**src/rtl/ssp_csr_pkg.sv**
```systemverilog
`timescale 1ns/1ps
package ssp_csr_pkg;

  // Word indices inside the window (byte offset / 4)
  localparam int WI_FRAME   = 0;
  localparam int WI_CTRL    = 1;
  localparam int WI_DATA    = 2;
  localparam int WI_STATUS  = 3;
  localparam int WI_PRESC   = 4;
  localparam int WI_MASK    = 5;
  localparam int WI_RAW     = 6;
  localparam int WI_MASKED  = 7;
  localparam int WI_CLEAR   = 8;
  localparam int WI_DMA     = 9;

  localparam int STAT_W  = 5;
  localparam int IRQ_W   = 4;
  localparam int CTRL_W  = 4;
  localparam int PRESC_W = 8;
  localparam int IDB_W   = 8;

  // Interrupt bit positions (neighbours decode these)
  localparam int IRQB_RX = 2;
  localparam int IRQB_TX = 3;

  typedef struct packed {
    logic id;
    logic dma;
    logic clr;
    logic masked;
    logic raw;
    logic mask;
    logic presc;
    logic status;
    logic data;
    logic ctrl;
    logic frame;
  } csr_sel_t;

  function automatic logic [IDB_W-1:0] id_byte(input logic [2:0] idx);
    case (idx)
      3'd0:    id_byte = 8'h22;
      3'd1:    id_byte = 8'h10;
      3'd2:    id_byte = 8'h04;
      3'd3:    id_byte = 8'h00;
      3'd4:    id_byte = 8'h0D;
      3'd5:    id_byte = 8'hF0;
      3'd6:    id_byte = 8'h05;
      default: id_byte = 8'hB1;
    endcase
  endfunction

endpackage

```
**src/rtl/ssp_csr_decode.sv**
```systemverilog
`timescale 1ns/1ps
module ssp_csr_decode
  import ssp_csr_pkg::*;
#(
  parameter int ADDR_W = 12
) (
  input  logic [ADDR_W-1:0] addr,
  output csr_sel_t          sel,
  output logic [2:0]        id_idx
);
  localparam int WORD_W = ADDR_W - 2;

  logic [WORD_W-1:0] word;
  logic              aligned;
  logic              in_id;

  assign word    = addr[ADDR_W-1:2];
  assign aligned = (addr[1:0] == 2'b00);
  assign in_id   = (addr[ADDR_W-1:5] == '1);
  assign id_idx  = addr[4:2];

  function automatic logic hit(input logic [WORD_W-1:0] w, input int idx, input logic al);
    hit = al && (w == WORD_W'(idx));
  endfunction

  always_comb begin
    sel        = '0;
    sel.frame  = hit(word, WI_FRAME,  aligned);
    sel.ctrl   = hit(word, WI_CTRL,   aligned);
    sel.data   = hit(word, WI_DATA,   aligned);
    sel.status = hit(word, WI_STATUS, aligned);
    sel.presc  = hit(word, WI_PRESC,  aligned);
    sel.mask   = hit(word, WI_MASK,   aligned);
    sel.raw    = hit(word, WI_RAW,    aligned);
    sel.masked = hit(word, WI_MASKED, aligned);
    sel.clr    = hit(word, WI_CLEAR,  aligned);
    sel.dma    = hit(word, WI_DMA,    aligned);
    sel.id     = aligned && in_id;
  end

endmodule

```
**src/rtl/ssp_csr_flags.sv**
```systemverilog
`timescale 1ns/1ps
module ssp_csr_flags
  import ssp_csr_pkg::*;
#(
  parameter int DEPTH = 8,
  parameter int CNT_W = $clog2(DEPTH + 1)
) (
  input  logic [CNT_W-1:0]  tx_count,
  input  logic [CNT_W-1:0]  rx_count,
  input  logic [IRQ_W-1:0]  imask,
  output logic [STAT_W-1:0] status,
  output logic [IRQ_W-1:0]  raw,
  output logic [IRQ_W-1:0]  masked,
  output logic              irq
);
  localparam logic [CNT_W-1:0] FULL_CNT = CNT_W'(DEPTH);
  localparam logic [CNT_W-1:0] HALF_CNT = CNT_W'(DEPTH / 2);

  function automatic logic at_least(input logic [CNT_W-1:0] c, input logic [CNT_W-1:0] t);
    at_least = (c >= t);
  endfunction

  function automatic logic at_most(input logic [CNT_W-1:0] c, input logic [CNT_W-1:0] t);
    at_most = (c <= t);
  endfunction

  always_comb begin
    status    = '0;
    status[0] = (tx_count == '0);
    status[1] = (tx_count != FULL_CNT);
    status[2] = (rx_count != '0);
    status[3] = (rx_count == FULL_CNT);
    status[4] = (tx_count != '0);
  end

  always_comb begin
    raw          = '0;
    raw[IRQB_RX] = at_least(rx_count, HALF_CNT);
    raw[IRQB_TX] = at_most(tx_count, HALF_CNT);
  end

  assign masked = raw & imask;
  assign irq    = |masked;

endmodule

```
**src/rtl/ssp_csr_bank.sv**
```systemverilog
`timescale 1ns/1ps
module ssp_csr_bank
  import ssp_csr_pkg::*;
#(
  parameter int ADDR_W = 12,
  parameter int BUS_W  = 16,
  parameter int DEPTH  = 8,
  parameter int CNT_W  = $clog2(DEPTH + 1)
) (
  input  logic               clk,
  input  logic               rst_n,
  input  logic               bus_valid,
  input  logic               bus_write,
  input  logic [ADDR_W-1:0]  bus_addr,
  input  logic [BUS_W-1:0]   bus_wdata,
  output logic [BUS_W-1:0]   bus_rdata,
  input  logic [CNT_W-1:0]   tx_count,
  input  logic [CNT_W-1:0]   rx_count,
  input  logic [BUS_W-1:0]   rx_head,
  output logic               tx_push,
  output logic [BUS_W-1:0]   tx_data,
  output logic               rx_pop,
  output logic [BUS_W-1:0]   ctrl0_out,
  output logic [CTRL_W-1:0]  ctrl1_out,
  output logic [PRESC_W-1:0] prescale_out,
  output logic               irq
);
  localparam logic [CNT_W-1:0] FULL_CNT = CNT_W'(DEPTH);

  csr_sel_t           sel;
  logic [2:0]         id_idx;
  logic               wr_en, rd_en;
  logic [BUS_W-1:0]   frame_q;
  logic [CTRL_W-1:0]  ctrl_q;
  logic [PRESC_W-1:0] presc_q;
  logic [IRQ_W-1:0]   mask_q;
  logic [STAT_W-1:0]  status;
  logic [IRQ_W-1:0]   raw, masked;

  // Named events for the checker
  logic ev_data_wr, ev_data_rd, ev_clear_wr;

  ssp_csr_decode #(.ADDR_W(ADDR_W)) u_dec (
    .addr   (bus_addr),
    .sel    (sel),
    .id_idx (id_idx)
  );

  ssp_csr_flags #(.DEPTH(DEPTH), .CNT_W(CNT_W)) u_flags (
    .tx_count (tx_count),
    .rx_count (rx_count),
    .imask    (mask_q),
    .status   (status),
    .raw      (raw),
    .masked   (masked),
    .irq      (irq)
  );

  assign wr_en       = bus_valid && bus_write;
  assign rd_en       = bus_valid && !bus_write;
  assign ev_data_wr  = wr_en && sel.data;
  assign ev_data_rd  = rd_en && sel.data;
  assign ev_clear_wr = wr_en && sel.clr;

  // Frame size field selects how many low bits of a pushed word survive
  function automatic logic [BUS_W-1:0] size_mask(input logic [3:0] sz);
    logic [BUS_W-1:0] m;
    for (int i = 0; i < BUS_W; i++) m[i] = (i <= int'(sz));
    return m;
  endfunction

  always_ff @(posedge clk or negedge rst_n) begin
    if (!rst_n) begin
      frame_q <= '0;
      ctrl_q  <= '0;
      presc_q <= '0;
      mask_q  <= '0;
    end else if (wr_en) begin
      if (sel.frame) frame_q <= bus_wdata;
      if (sel.ctrl)  ctrl_q  <= bus_wdata[CTRL_W-1:0];
      if (sel.presc) presc_q <= bus_wdata[PRESC_W-1:0];
      if (sel.mask)  mask_q  <= bus_wdata[IRQ_W-1:0];
    end
  end

  assign tx_push = ev_data_wr && (tx_count != FULL_CNT);
  assign tx_data = bus_wdata & size_mask(frame_q[3:0]);
  assign rx_pop  = ev_data_rd && (rx_count != '0);

  always_comb begin
    bus_rdata = '0;
    if (sel.frame)                bus_rdata = frame_q;
    else if (sel.ctrl)            bus_rdata = BUS_W'(ctrl_q);
    else if (sel.data)            bus_rdata = (rx_count != '0) ? rx_head : '0;
    else if (sel.status)          bus_rdata = BUS_W'(status);
    else if (sel.presc)           bus_rdata = BUS_W'(presc_q);
    else if (sel.mask)            bus_rdata = BUS_W'(mask_q);
    else if (sel.raw)             bus_rdata = BUS_W'(raw);
    else if (sel.masked)          bus_rdata = BUS_W'(masked);
    else if (sel.clr || sel.dma)  bus_rdata = '0;
    else if (sel.id)              bus_rdata = BUS_W'(id_byte(id_idx));
  end

  assign ctrl0_out    = frame_q;
  assign ctrl1_out    = ctrl_q;
  assign prescale_out = presc_q;

endmodule

```
**config.mk**
```make
export PLATFORM = sky130hd
export DESIGN_NAME = ssp_csr_bank
export DESIGN_NICKNAME = d
export VERILOG_FILES = /design/src/rtl/ssp_csr_pkg.sv /design/src/rtl/ssp_csr_decode.sv /design/src/rtl/ssp_csr_flags.sv /design/src/rtl/ssp_csr_bank.sv
export SDC_FILE = /design/constraint.sdc
export NUM_CORES = 1
export LEC_CHECK = 0
export ABC_AREA = 1
export BUFFER_PORTS_ARGS = -buffer_cell sky130_fd_sc_hd__buf_2
export CAP_MARGIN = 10
export CORE_UTILIZATION = 49
export DETAILED_ROUTE_END_ITERATION = 10
export PLACE_DENSITY_LB_ADDON = 0.3
export SLEW_MARGIN = 15
export SYNTH_ARGS = -nofsm -noshare
export SYNTH_HDL_FRONTEND = slang
export SYNTH_SLANG_ARGS = --single-unit
```
**constraint.sdc**
```tcl
create_clock -name clk -period 4.28 [get_ports clk]
set_clock_uncertainty 0.2 [all_clocks]
set_input_delay 0.642 -clock clk [delete_from_list [all_inputs] [get_ports clk]]
set_output_delay 0.642 -clock clk [all_outputs]
set_load 0.01 [all_outputs]
```
==> flow_summary.json <==
{
  "status": "completed",
  "ioPinCount": 119,
  "ctsHoldBuffers": 0,
  "critPathKind": "in -> out",
  "synth_common_cells": "105 x nand2_1, 46 x inv_1, 37 x o21ai_0",
  "grt_pass1_vias": 2298,
  "wire_per_inst_um": 14.2,
  "die_h_um": 68.8,
  "fin_tns_setup_ns": 0,
  "yosys-top-cells-area": "dfrtp_1 37%, nand2_1 18%, o21ai_0 8.5%",
  "busiest_layer": "met2",
  "rsz0062_at_grt": "no",
  "relSlewSlack_pct": 53.4,
  "ys.flop_type": "dfrtp_1",
  "start_util_pct": 52.7,
  "fin_crit_sh_pct": 76.3,
  "cts_tree": "yes",
  "power_density_nw_per_um2": 214,
  "dieArea_sq_um": 4730,
  "drtPass1Iterations": 5,
  "grt_max_degree": 33,
  "hold_class": "in -> async",
  "grt.total_usage_pct": 30.9,
  "power_leakage_nw": 1.70,
  "cts-root-buf": "clkbuf_8",
  "cp-end-kind": "primary output",
  "cp_max_fo": 12,
  "async_flop_share_pct": 100,
  "syn_area_sq_um": 2180,
  "slew_violations": 0,
  "met3_usage_pct": 6.09,
  "cts_max_path_buffers": 2,
  "cap_violations": 0,
  "path_clk_slew_ns": 0.06,
  "syn_avg_cell_area_sq_um": 6.64,
  "drtAntennaViolNets": 0,
  "ctsResizeCount": 0,
  "grtUsageMet1_pct": 43.6,
  "clkLatencyLatePin_ns": 0.28,
  "syn2layout_area_growth_pct": 31.6,
  "post_cts_buffers": 0,
  "startpoint": "bus_addr[6]",
  "final_cell_area_sq_um": 2880,
  "cts_inserted_buffers": 5,
  "critPathLaunchType": "primary input",
  "cts.sinks": 32,
  "hpwl_mm": 5.41,
  "grt_pass1_wl_mm": 10.4,
  "synthDistinctLibCells": 31,
  "yosysTopAreaCell": "dfrtp_1",
  "gpl.final_weighted_congestion": 0.947,
  "grt_use_met2_pct": 47.4,
  "vias": 2659,
  "syn_nets": 385,
  "seq_area_frac_synth_pct": 36.7,
  "synth_edf_count": 0,
  "placement_rows": 23,
  "timing.final.crit_period_ns": 3.27,
  "grt.overflow.total": 0,
  "vdd_drop_max_mv": 0.216,
  "yosysMostFrequentCell": "nand2_1",
  "netlist_instances": 329,
  "fin_nets": 501,
  "antenna_found_initial": 0,
  "worst_pin_slew_ns": 0.699,
  "final_hold_viol_count": 0,
  "drc": 0,
  "htree_levels": 2,
  "synth_top_area_share_pct": 36.7,
  "fillers": 375,
  "power.total_mw": 0.616,
  "chipWidth_um": 68.8,
  "cp.required_ns": 3.44,
  "ys.warnings.count": 0,
  "core_area_sq_um": 4140,
  "finalSetupViolCount": 0,
  "via_per_inst": 5.37,
  "antenna_cells": 0,
  "max_freq_mhz": 306,
  "synth-seq-cells": 32,
  "port_buffers": 118,
  "drtIter0Drc": 213,
  "cp_data_arrival_time_ns": 2.42,
  "dpl_cell_area_sq_um": 2780,
  "wl_mm": 7.02,
  "final_layout_size_suffix_gt1_share_pct": 30.8,
  "r2r_start": "ctrl0_out[3]"
}
cell families (layout without fill, tap and decap cells):
kind of cell	after synthesis	in the layout	synth area share [%]
flip-flops	32	32	36.7
multiplexers	1	1	0.515
buffers and inverters	57	173	10.9
AO/OA/AOI/OAI	65	65	18.1
AND/OR/NAND/NOR	174	174	33.8
flip-flops by register name (all words and copies together) (netlist names):
name and flops:
mask_q 4, ctrl1_out 4, ctrl0_out 16, prescale_out 8
power by group:
| group | switching, mW | internal, mW |
|---|---|---|
| Clock | 0.106 | 0.143 |
| Combinational | 0.0379 | 0.0247 |
| Sequential | 0.000725 | 0.303 |
| Total | 0.145 | 0.471 |
metrics by stage:
step                      std cells  hold slack [ns]  utilization [%]  setup slack [ns]
after global routing            495            0.255             69.4             0.887
after CTS                       495            0.218             69.4              1.06
after global placement          488            0.267             67.1              1.12
final                           495            0.201             69.4              1.01
after detailed placement        488            0.278             67.1              1.07
after floorplan                 329            0.146                -              1.73
final timing paths:
kind	endpoint	slack, ns	depth (start not counted)
max in group asynchronous	prescale_out[5]	3.23	1
worst max register to register	ctrl0_out[3]	3.27	2
worst max-delay path	bus_rdata[2]	1.01	13
worst min register to register	mask_q[2]	0.29	2
worst min-delay path	ctrl0_out[2]	0.20	1
min in group clk	mask_q[2]	0.29	2
worst max-delay path: stages:
cell and delay [ns]:
buf_2 0.10, nor2_1 0.13, nand2_2 0.13, nor3_4 0.21, nand2_2 0.20, nor2_2 0.46
nand2_1 0.12, nand2_1 0.08, inv_1 0.05, nand3_1 0.08, nand2_1 0.05, nand2_1 0.05
buf_2 0.13
metal layers:
layer | wire (um) | part of all wire [%]
met5 | 0 | 0
met4 | 94 | 1.3
met3 | 587 | 8.4
met2 | 3160 | 45
met1 | 3180 | 45
cell type report:
cell class,count,area (sq um),share of cell area [%]
Tap cell,50,62.6,2.18
Multi-Input combinational cell,240,1140,39.8
Timing Repair Buffer,118,591,20.5
Clock buffer,7,96.3,3.35
Sequential cell,32,801,27.9
Inverter,48,180,6.27
cells in the final DEF (no fill, tap or decap), drive strengths merged:
cell type / n
buf: 118
nand2: 109
a31oi: 1
nand3: 15
clkbuf: 7
a21oi: 6
nor2: 38
dfrtp: 32
nand4: 4
o211ai: 2
a22o: 2
mux2: 1
o21a: 1
a32o: 8
a211oi: 4
or2: 1
nand3b: 1
o2111ai: 1
inv: 48
nor4: 1
nor3: 5
o21ai: 40
No activity file was read; power rests on OpenSTA's default activity.
